## config.mk

```make
export PLATFORM = sky130hd
export DESIGN_NAME = cs_sequencer
export DESIGN_NICKNAME = d
export VERILOG_FILES = /design/src/rtl/cs_seq_pkg.sv /design/src/rtl/cs_cfg_regs.sv /design/src/rtl/cs_delay_timer.sv /design/src/rtl/cs_seq_fsm.sv /design/src/rtl/cs_line_drive.sv /design/src/rtl/cs_sequencer.sv
export SDC_FILE = /design/constraint.sdc
export NUM_CORES = 1
export LEC_CHECK = 0
export ABC_AREA = 0
export BUFFER_PORTS_ARGS = -buffer_cell sky130_fd_sc_hd__clkbuf_2
export CAP_MARGIN = 40
export CORE_MARGIN = 1.5
export CORE_UTILIZATION = 57
export CTS_CLUSTER_SIZE = 14
export DETAILED_ROUTE_END_ITERATION = 10
export GPL_TIMING_DRIVEN = 0
export PLACE_DENSITY = 0.86
export SLEW_MARGIN = 20
export SYNTH_ARGS = -nofsm -noshare
export SYNTH_HDL_FRONTEND = slang
export SYNTH_SLANG_ARGS = --single-unit
```

## constraint.sdc

```tcl
create_clock -name clk -period 4.55 [get_ports clk]
set_input_delay 0 -clock clk [delete_from_list [all_inputs] [get_ports clk]]
set_output_delay 0 -clock clk [all_outputs]
set_load 0.1 [all_outputs]
```

## src/rtl/cs_seq_pkg.sv

```systemverilog
// Package: shared types and constants for the chip-select sequencer.
// Assumes at most 32 select lines and 8-bit delay fields.
package cs_seq_pkg;
    localparam int MAX_LINES = 32;
    localparam int SEL_W     = $clog2(MAX_LINES);
    localparam int DLY_W     = 8;

    // select policies; codes are fixed by software
    typedef enum logic [1:0] {
        CSM_AUTO = 2'd0,
        CSM_RSVD = 2'd1,
        CSM_HOLD = 2'd2,
        CSM_OFF  = 2'd3
    } csmode_e;

    // write targets of the configuration port
    localparam logic [1:0] WSEL_IDLE = 2'd0;
    localparam logic [1:0] WSEL_DLYA = 2'd1;
    localparam logic [1:0] WSEL_DLYB = 2'd2;

    typedef enum logic [2:0] {
        ST_IDLE, ST_SETUP, ST_XFER, ST_TAIL, ST_GAP, ST_INACT, ST_HELD
    } seq_state_e;

    typedef struct packed {
        logic [DLY_W-1:0] lead;   // select to first clock
        logic [DLY_W-1:0] trail;  // last clock to release
        logic [DLY_W-1:0] quiet;  // minimum released time
        logic [DLY_W-1:0] gap;    // pause between held frames
    } dly_set_t;
endpackage

```

## src/rtl/cs_cfg_regs.sv

```systemverilog
// cs_cfg_regs: holds idle levels and the four delays.
// Only NUM_LINES idle bits exist, so unimplemented bits cannot be written.
// Assumes a single write strobe with a 2-bit target code.
module cs_cfg_regs
    import cs_seq_pkg::*;
#(
    parameter int NUM_LINES = 4
) (
    input  logic                 clk,
    input  logic                 rst_n,
    input  logic                 wr_en,
    input  logic [1:0]           wr_sel,
    input  logic [31:0]          wr_data,
    output logic [NUM_LINES-1:0] idle_lvl,
    output dly_set_t             dly
);
    // idle levels: all lines idle high after reset
    always_ff @(posedge clk) begin
        if (!rst_n) begin
            idle_lvl <= '1;
        end else if (wr_en && wr_sel == WSEL_IDLE) begin
            idle_lvl <= wr_data[NUM_LINES-1:0];
        end
    end

    // delay fields: fixed reset values, two words of two fields each
    always_ff @(posedge clk) begin
        if (!rst_n) begin
            dly.lead  <= DLY_W'(1);
            dly.trail <= DLY_W'(1);
            dly.quiet <= DLY_W'(1);
            dly.gap   <= '0;
        end else if (wr_en && wr_sel == WSEL_DLYA) begin
            dly.lead  <= wr_data[7:0];
            dly.trail <= wr_data[23:16];
        end else if (wr_en && wr_sel == WSEL_DLYB) begin
            dly.quiet <= wr_data[7:0];
            dly.gap   <= wr_data[23:16];
        end
    end

    // an idle write shows up on the next cycle
    p_idle_write_r2: assert property (@(posedge clk) disable iff (!rst_n)
        (wr_en && wr_sel == WSEL_IDLE) |=> (idle_lvl == $past(wr_data[NUM_LINES-1:0])));
endmodule

```

## src/rtl/cs_delay_timer.sv

```systemverilog
// cs_delay_timer: loadable down-counter advanced by the serial-clock tick.
// Reports expiry when the count reaches zero; a load of 0 expires at once.
module cs_delay_timer #(
    parameter int W = 8
) (
    input  logic         clk,
    input  logic         rst_n,
    input  logic         load,
    input  logic [W-1:0] load_val,
    input  logic         tick,
    output logic         expired
);
    logic [W-1:0] cnt;

    // count down one per tick until zero
    always_ff @(posedge clk) begin
        if (!rst_n)               cnt <= '0;
        else if (load)            cnt <= load_val;
        else if (tick && cnt != 0) cnt <= cnt - 1'b1;
    end

    assign expired = (cnt == '0);

    // once expired the counter stays at zero until reloaded
    p_hold_zero_r5: assert property (@(posedge clk) disable iff (!rst_n)
        (!load && expired) |=> expired);
endmodule

```

## src/rtl/cs_seq_fsm.sv

```systemverilog
// cs_seq_fsm: sequences select assertion, grants and the four delays.
// Latches index and policy when a frame starts from idle.
// Assumes frame_done only arrives after a grant.
module cs_seq_fsm
    import cs_seq_pkg::*;
(
    input  logic             clk,
    input  logic             rst_n,
    input  logic [1:0]       mode_i,
    input  logic [SEL_W-1:0] idx_i,
    input  dly_set_t         dly,
    input  logic             frame_req,
    input  logic             frame_done,
    input  logic             tmr_expired,
    output logic             tmr_load,
    output logic [DLY_W-1:0] tmr_val,
    output logic             frame_go,
    output logic             cs_on,
    output logic [SEL_W-1:0] sel_idx
);
    seq_state_e       state, state_n;
    csmode_e          cur_mode, mode_n;
    logic [SEL_W-1:0] idx_n;
    logic             go_n;

    // next-state, timer load and grant decision
    always_comb begin
        state_n  = state;
        mode_n   = cur_mode;
        idx_n    = sel_idx;
        go_n     = 1'b0;
        tmr_load = 1'b0;
        tmr_val  = '0;
        unique case (state)
            ST_IDLE: if (frame_req) begin
                mode_n = csmode_e'(mode_i);
                idx_n  = idx_i;
                if (csmode_e'(mode_i) == CSM_OFF) begin
                    state_n = ST_XFER;
                    go_n    = 1'b1;
                end else begin
                    state_n  = ST_SETUP;
                    tmr_load = 1'b1;
                    tmr_val  = dly.lead;
                end
            end
            ST_SETUP: if (tmr_expired) begin
                state_n = ST_XFER;
                go_n    = 1'b1;
            end
            ST_XFER: if (frame_done) begin
                tmr_load = 1'b1;
                if (cur_mode == CSM_OFF || cur_mode == CSM_HOLD) begin
                    state_n = ST_GAP;
                    tmr_val = dly.gap;
                end else begin
                    state_n = ST_TAIL;
                    tmr_val = dly.trail;
                end
            end
            ST_TAIL: if (tmr_expired) begin
                state_n  = ST_INACT;
                tmr_load = 1'b1;
                tmr_val  = dly.quiet;
            end
            ST_INACT: if (tmr_expired) state_n = ST_IDLE;
            ST_GAP: if (tmr_expired) begin
                state_n = (cur_mode == CSM_HOLD) ? ST_HELD : ST_IDLE;
            end
            ST_HELD: begin
                if (csmode_e'(mode_i) != CSM_HOLD || idx_i != sel_idx) begin
                    state_n  = ST_TAIL;
                    tmr_load = 1'b1;
                    tmr_val  = dly.trail;
                end else if (frame_req) begin
                    state_n = ST_XFER;
                    go_n    = 1'b1;
                end
            end
            default: state_n = ST_IDLE;
        endcase
    end

    // state, latched frame settings and registered grant
    always_ff @(posedge clk) begin
        if (!rst_n) begin
            state    <= ST_IDLE;
            cur_mode <= CSM_AUTO;
            sel_idx  <= '0;
            frame_go <= 1'b0;
        end else begin
            state    <= state_n;
            cur_mode <= mode_n;
            sel_idx  <= idx_n;
            frame_go <= go_n;
        end
    end

    // select is driven in setup, tail and held, and in transfer or gap unless policy is none
    always_comb begin
        cs_on = (state == ST_SETUP) || (state == ST_TAIL) || (state == ST_HELD) ||
                (((state == ST_XFER) || (state == ST_GAP)) && cur_mode != CSM_OFF);
    end

    // a grant lasts a single cycle
    p_grant_pulse_r11: assert property (@(posedge clk) disable iff (!rst_n)
        frame_go |=> !frame_go);
    // a grant under an asserting policy finds the select already active
    p_grant_after_cs_r4: assert property (@(posedge clk) disable iff (!rst_n)
        (frame_go && cur_mode != CSM_OFF) |-> cs_on);
    // the select is only ever released out of the trail delay
    p_release_via_tail_r5: assert property (@(posedge clk) disable iff (!rst_n)
        $fell(cs_on) |-> ($past(state) == ST_TAIL));
    // policy none never drives the select
    p_off_quiet_r9: assert property (@(posedge clk) disable iff (!rst_n)
        (cur_mode == CSM_OFF && state != ST_IDLE) |-> !cs_on);
endmodule

```

## src/rtl/cs_line_drive.sv

```systemverilog
// cs_line_drive: maps the active flag and index to per-line levels.
// A line at its idle level is inactive; the active line is the inverse.
module cs_line_drive
    import cs_seq_pkg::*;
#(
    parameter int NUM_LINES = 4
) (
    input  logic [NUM_LINES-1:0] idle_lvl,
    input  logic                 cs_on,
    input  logic [SEL_W-1:0]     sel_idx,
    output logic [NUM_LINES-1:0] lines
);
    for (genvar i = 0; i < NUM_LINES; i++) begin : g_line
        // invert only the chosen line while active
        assign lines[i] = (cs_on && sel_idx == SEL_W'(i)) ? ~idle_lvl[i] : idle_lvl[i];
    end
endmodule

```

## src/rtl/cs_sequencer.sv

```systemverilog
// cs_sequencer: top of the chip-select sequencer.
// Joins configuration, delay timer, sequencing FSM and line drivers.
// Assumes 1 <= NUM_CS <= 32 and a tick from the serial-clock divider.
module cs_sequencer
    import cs_seq_pkg::*;
#(
    parameter int NUM_CS = 4
) (
    input  logic              clk,
    input  logic              rst_n,
    input  logic              cfg_wr_en,
    input  logic [1:0]        cfg_wr_sel,
    input  logic [31:0]       cfg_wr_data,
    input  logic [SEL_W-1:0]  cfg_sel_idx,
    input  logic [1:0]        cfg_mode,
    input  logic              sck_tick,
    input  logic              frame_req,
    input  logic              frame_done,
    output logic              frame_go,
    output logic [31:0]       idle_rd,
    output logic [NUM_CS-1:0] cs_lines
);
    logic [NUM_CS-1:0] idle_lvl;
    dly_set_t          dly;
    logic              tmr_load, tmr_expired, cs_on;
    logic [DLY_W-1:0]  tmr_val;
    logic [SEL_W-1:0]  sel_idx;

    cs_cfg_regs #(.NUM_LINES(NUM_CS)) u_cfg (
        .clk(clk), .rst_n(rst_n), .wr_en(cfg_wr_en), .wr_sel(cfg_wr_sel),
        .wr_data(cfg_wr_data), .idle_lvl(idle_lvl), .dly(dly)
    );

    cs_delay_timer #(.W(DLY_W)) u_tmr (
        .clk(clk), .rst_n(rst_n), .load(tmr_load), .load_val(tmr_val),
        .tick(sck_tick), .expired(tmr_expired)
    );

    cs_seq_fsm u_fsm (
        .clk(clk), .rst_n(rst_n), .mode_i(cfg_mode), .idx_i(cfg_sel_idx),
        .dly(dly), .frame_req(frame_req), .frame_done(frame_done),
        .tmr_expired(tmr_expired), .tmr_load(tmr_load), .tmr_val(tmr_val),
        .frame_go(frame_go), .cs_on(cs_on), .sel_idx(sel_idx)
    );

    cs_line_drive #(.NUM_LINES(NUM_CS)) u_drv (
        .idle_lvl(idle_lvl), .cs_on(cs_on), .sel_idx(sel_idx), .lines(cs_lines)
    );

    // readback: implemented idle bits, zero above
    always_comb begin
        idle_rd = '0;
        idle_rd[NUM_CS-1:0] = idle_lvl;
    end

    // at most one line differs from its idle level
    p_single_line_r3: assert property (@(posedge clk) disable iff (!rst_n)
        $onehot0(cs_lines ^ idle_lvl));
endmodule

```

==> impl_metrics.yaml, run 1 <==
status:
  status: "complete, no violations"
synth:
  ys_seq_elements: 55
  synth_fa_ha_area_frac: 0.00407
  synth_compound_area_frac: 0.211
  avgSynthCellArea_um2: 7.81
  synth_async_sr_flop_share: 0
  synth_cells: 394
  synth_common_cells: "nand2_1, dfxtp_1, a21oi_1"
  synth_top_family_by_area: "simple AND/OR/NAND/NOR gates"
  synth_warnings: 0
  synth_xor_area_frac: 0.0370
  synthTopCellsByArea: "dfxtp_1, nand2_1, a21oi_1"
  ys_seq_area_frac: 0.358
  ys.flop_type: "dfxtp_1"
  synth_largest_area_cell: "dfxtp_1"
  synth_top_area_frac: 0.358
  synthMuxAreaShare: 0.0163
  yosys.area_share.simple: 0.267
  yosysMostFrequentCell: "nand2_1"
  post_synth_num_cell_types: 61
  synth_edf_count: 0
  synth_area_um2: 3080
power_and_ir_drop:
  p_per_area_nw_per_um2: 452
  p_leak_uw: 0.00158
  ir_drop_uv: 530
critical_path:
  critPathCaptureType: "primary output"
  worstSetupPathType: "register to primary output"
  crit_fanout: 10
  reg2reg_from: "u_tmr.cnt[2]"
  rr_endpoint: "u_tmr.cnt[7]"
  endpoint: "cs_lines[0]"
  worstPathArrival_ps: 2470
  start_kind: "register"
  required_ps: 4550
  rrSetupSlack_ps: 2300
  reg2reg_depth: 6
  crit_path_start: "u_fsm.state[1]"
floorplan:
  die_x_um: 76.5
  dieHeight_um: 76.5
  rows: 26
  io-pin-count: 84
  dieArea_um2: 5850
  start_util: 0.599
  core_um2: 5140
drt:
  routed_wl_um: 8070
  drc: 0
  vias: 3123
  ant_nets: 0
  wire_per_inst_um: 14.3
  vias_per_cell: 5.55
  drtPass1Iterations: 5
  first_iter_violations: 277
placed_design:
  port_buffers: 39
  post-place-ws_ps: 2340
  dpl_cell_area_um2: 3460
  hpwl_um: 5620
  routabilityCongestion: 0.914
timing:
  fin_skew_ps: 8.11
  fin_crit_sh: 0.544
  whs_ps: 130
  setup_viol: 0
  slew_headroom: 0.471
  drv_slew: 0
  hold_violations: 0
  min_period_ps: 2470
  fmax_mhz: 404
  grt_setup_unrepaired: "no"
  max_slew.worst_pin.slew_ps: 792
  fin_ws_ps: 2080
  setup_tns_ps: 0
job:
  maxCapViolations: 0
global_route:
  grt_pass1_wl_um: 13100
  antenna_found_initial: 0
  grtUsageTotal: 0.278
  grt-ovfl-total: 0
  grt_max_degree: 18
  grt_pass1_vias: 2848
worst_hold_path:
  hold_path_class: "input port to register"
cts:
  cts_resized: 0
  hold_buffers: 24
  clock_latency_ps: 320
  cts_tree: "yes"
  cts.clk_slew.worst_paths_ps: 100
  h-tree-depth: 2
  cts_setup_buffers: 0
  root_buffer: "clkbuf_8"
  numCtsBuffers: 5
  clock_sinks: 55
  clockBufferDepth: 2
layout:
  antenna_cells: 0
  fin_nets: 540
  utilization: 0.743
  fin_area_um2: 3820
  areaGrowthSynthToFinish_pct: 24.1
  layout-drive-gt1-share: 0.187
-- area by class of cell --
class                   count  area [um^2]
repair buffers             64          440
inverters                   6         22.5
well taps                  70         87.6
clock inverters             2         38.8
flip-flops and latches     55         1100
plain buffers              50          303
multi-input cells         310         1750
clock buffers               6         72.6
fillers                   398         1320
-- through the flow --
step / instances / power [uW]
CTS: 562 / 1700
global placement: 530 / 1340
detailed placement: 530 / 1360
finish: 563 / 1720
global route: 563 / 1820
floorplan: 421 / 1220
-- state kept, by name (all words and copies together), names as in the netlist --
| signal | flops |
|---|---|
| u_cfg.dly | 32 |
| u_cfg.idle_lvl | 4 |
| u_fsm.cur_mode | 2 |
| u_fsm.frame_go | 1 |
| u_fsm.sel_idx | 5 |
| u_fsm.state | 3 |
| u_tmr.cnt | 8 |
-- worst min path at each step --
stage                               start       endpoint  depth (start not counted)
after floorplan           cfg_wr_data[16]  u_cfg.dly[16]                          2
after global placement     cfg_wr_data[6]  u_cfg.dly[14]                          3
after detailed placement   cfg_wr_data[6]  u_cfg.dly[30]                          3
after CTS                   cfg_wr_sel[1]  u_cfg.dly[26]                          4
after global routing        cfg_wr_sel[1]  u_cfg.dly[21]                          4
final                       cfg_wr_sel[1]  u_cfg.dly[21]                          4
-- logic make-up (layout without fill, tap and decap cells) --
group           after synthesis  in the layout
simple gates                164            164
mux                           5              5
xor+xnor                     13             13
buf+inv                      56            128
fa+ha+maj                     1              1
other cells                   1             28
flops                        55             55
compound gates               99             99
-- critical path, cell delays in order (launching register included) --
cell      delay, ps
dfxtp_1         310
buf_2           180
clkbuf_1        310
nor2_1           90
a21oi_1         210
o211ai_1        180
nor3_1          230
xor2_1          170
clkbuf_2        470
-- metal layers --
layer / vias up / GRT usage / routed length [um]
li1: 1514 / - / -
met1: 1423 / 0.354 / 3440
met2: 156 / 0.455 / 3790
met3: 30 / 0.0515 / 589
met4: 0 / 0.133 / 247
met5: - / 0 / 0
-- cell usage in the layout, fill, tap and decap left out, drive strengths merged, types with 5 or more instances in the layout --
cell	n
nor3	6
o21ai	8
mux2i	5
clkbuf	65
xnor2	9
inv	7
nor2	8
nand2	100
a21oi	50
conb	28
buf	31
nor2b	5
nand3	6
dlygate4sd3	24
a22oi	8
dfxtp	55
a221o	5
-- power by group --
| group | leakage, uW | total, uW | switching, uW | internal (uW) |
|---|---|---|---|---|
| clock | 0.0000558 | 332 | 166 | 167 |
| sequential | 0.000449 | 585 | 49.5 | 535 |
| combinational | 0.00107 | 807 | 529 | 278 |
Power figures use the tool's default switching activity.
==> run 2, diff against run 1 <==
- CORE_UTILIZATION: 57 -> 53
- PLACE_DENSITY: 0.86 -> 0.81
- clock period: 4.55 -> 2.5 ns (I/O delays scaled with it)
==> run 2 against run 1 <==
- global-route usage shrank 1.7 points
- highest routed layer unchanged
- sequential power grew 83%
- flip-flop and latch count is the same
- worst hold slack lost 32 ps
- combinational power grew 82%
- largest power group unchanged
- register-to-register slack lost 2100 ps
- first-iteration DRC count shrank 9.7%
- sequential share of layout area shrank 0.44 points
- setup slack lost 1900 ps
==> impl_metrics.yaml, run 2 (synthesis gave the netlist of run 1 again) <==
floorplan:
  dieHeight_um: 79.2
  dieArea_um2: 6270
  rows: 27
  start_util: 0.555
  core_um2: 5540
  io-pin-count: 84
  die_x_um: 79.2
timing:
  setup_tns_ps: 0
  slew_headroom: 0.427
  min_period_ps: 2350
  fin_crit_sh: 0.940
  fin_skew_ps: 9.62
  setup_viol: 0
  max_slew.worst_pin.slew_ps: 858
  fmax_mhz: 426
  grt_setup_unrepaired: "no"
  drv_slew: 0
  hold_violations: 0
worst_hold_path:
  hold_path_startpoint: "cfg_wr_sel[1]"
  hold_depth: 4
  hold_path_class: "input port to register"
  min_delay_worst_endpoint: "u_cfg.dly[21]"
cts:
  cts_setup_buffers: 0
  numCtsBuffers: 5
  h-tree-depth: 2
  clock_sinks: 55
  clock_latency_ps: 320
  root_buffer: "clkbuf_8"
  clockBufferDepth: 2
  cts.clk_slew.worst_paths_ps: 110
  cts_tree: "yes"
layout:
  largest_register_ffs: 32
  reg.largest.list: "u_cfg.dly x32, u_tmr.cnt x8, u_fsm.sel_idx x5"
  layout-drive-gt1-share: 0.198
  final_cell_mix: "nand2_1, dfxtp_1, a21oi_1"
  areaGrowthSynthToFinish_pct: 26.0
  antenna_cells: 0
  instances_no_fill: 563
  layout_commonest_cell: "nand2_1"
  fin_nets: 538
  fill_cells: 453
  top_register: "u_cfg.dly"
  fin_area_um2: 3880
drt:
  wire_per_inst_um: 14.4
  first_iter_violations: 250
  vias_per_cell: 5.49
  vias: 3092
  ant_nets: 0
  routed_wl_um: 8110
  drtPass1Iterations: 5
  drc: 0
global_route:
  grt_max_degree: 19
  grt_pass1_wl_um: 13000
  grt_pass1_vias: 2790
  antenna_found_initial: 0
  grt-ovfl-total: 0
  grtUsageTotal: 0.262
critical_path:
  crit_fanout: 10
  worstSetupPathType: "register to primary output"
  rrSetupSlack_ps: 230
  reg2reg_depth: 6
  start_kind: "register"
  rr_endpoint: "u_tmr.cnt[2]"
  reg2reg_from: "u_fsm.sel_idx[0]"
  worstPathArrival_ps: 2350
  required_ps: 2500
  critPathCaptureType: "primary output"
placed_design:
  routabilityCongestion: 0.937
  dp.cells: 532
  hpwl_um: 5660
  dpl_cell_area_um2: 3490
  port_buffers: 39
power_and_ir_drop:
  p_per_area_nw_per_um2: 842
  ir_drop_uv: 818
  p_leak_uw: 0.00161
status:
  status: "complete, no violations"
job:
  maxCapViolations: 0
[run 2: changes by cell type in the layout (fill, tap and decap cells not counted)]
cell | before | now
clkbuf_2 | 40 | 38
inv_8 | 0 | 1
xnor2_2 | 0 | 2
xor2_2 | 0 | 2
bufinv_16 | 1 | 2
clkbuf_4 | 0 | 2
inv_6 | 1 | 0
xor2_1 | 4 | 2
clkbuf_1 | 20 | 17
xnor2_1 | 9 | 7
[run 2: critical path, stage by stage, from the launching register on]
cell and delay (ps):
dfxtp_1 450, clkbuf_1 390, inv_1 140, nand2_1 120
o211ai_1 130, nor3_1 290, xor2_2 170, clkbuf_4 340
[run 2: area by class of cell]
class | count | area, um^2 | area share
buffer | 49 | 300 | 0.0775
clock buffer | 5 | 68.8 | 0.0178
clock inverter | 3 | 71.3 | 0.0184
inverter | 6 | 22.5 | 0.00581
multi-input combinational | 310 | 1780 | 0.460
sequential | 55 | 1100 | 0.284
tap | 72 | 90.1 | 0.0232
timing repair buffer | 63 | 440 | 0.114
[run 2: through the flow]
stage | utilization | power [uW] | hold slack [ps] | worst slack (ps)
6_report | 0.700 | 3270 | 97.6 | 150
5_1_grt | 0.700 | 3420 | 118 | 28.8
4_1_cts | 0.700 | 3240 | 90.2 | 79.4
3_5_place_dp | 0.631 | 2490 | 243 | 274
3_3_place_gp | 0.631 | 2460 | 238 | 330
2_1_floorplan | - | 2240 | 124 | 296
[run 2: worst max path at each step]
stage                    from  slack (ps)  cells past startpoint           end
2_1_floorplan  u_fsm.state[1]         300                      7   cs_lines[2]
3_3_place_gp     u_tmr.cnt[0]         330                      7  u_tmr.cnt[5]
3_5_place_dp     u_tmr.cnt[0]         270                      7  u_tmr.cnt[7]
4_1_cts        u_fsm.state[1]          80                      8   cs_lines[0]
5_1_grt        u_fsm.state[2]          30                      7   cs_lines[0]
6_report       u_fsm.state[0]         150                      7   cs_lines[0]
[run 2: layer usage]
layer  vias to the layer above  GRT usage  wire, um
met4                         0     0.0860       185
met1                      1413      0.330      3540
met2                       141      0.446      3800
met5                         -          0         0
met3                        22     0.0529       589
li1                       1516          -         -
[run 2: timing repair]
item | in CTS | in global routing
hold buffers | 24 | 0
gates resized for setup | 2 | 2
setup endpoints to repair | 2 | 4
hold endpoints to repair | 44 | 0
[run 2: power by group]
part,leakage [uW],total (uW),internal (uW),switching [uW]
Combinational,0.00109,1470,513,961
Clock,0.0000703,725,407,318
Sequential,0.000449,1070,974,92.6
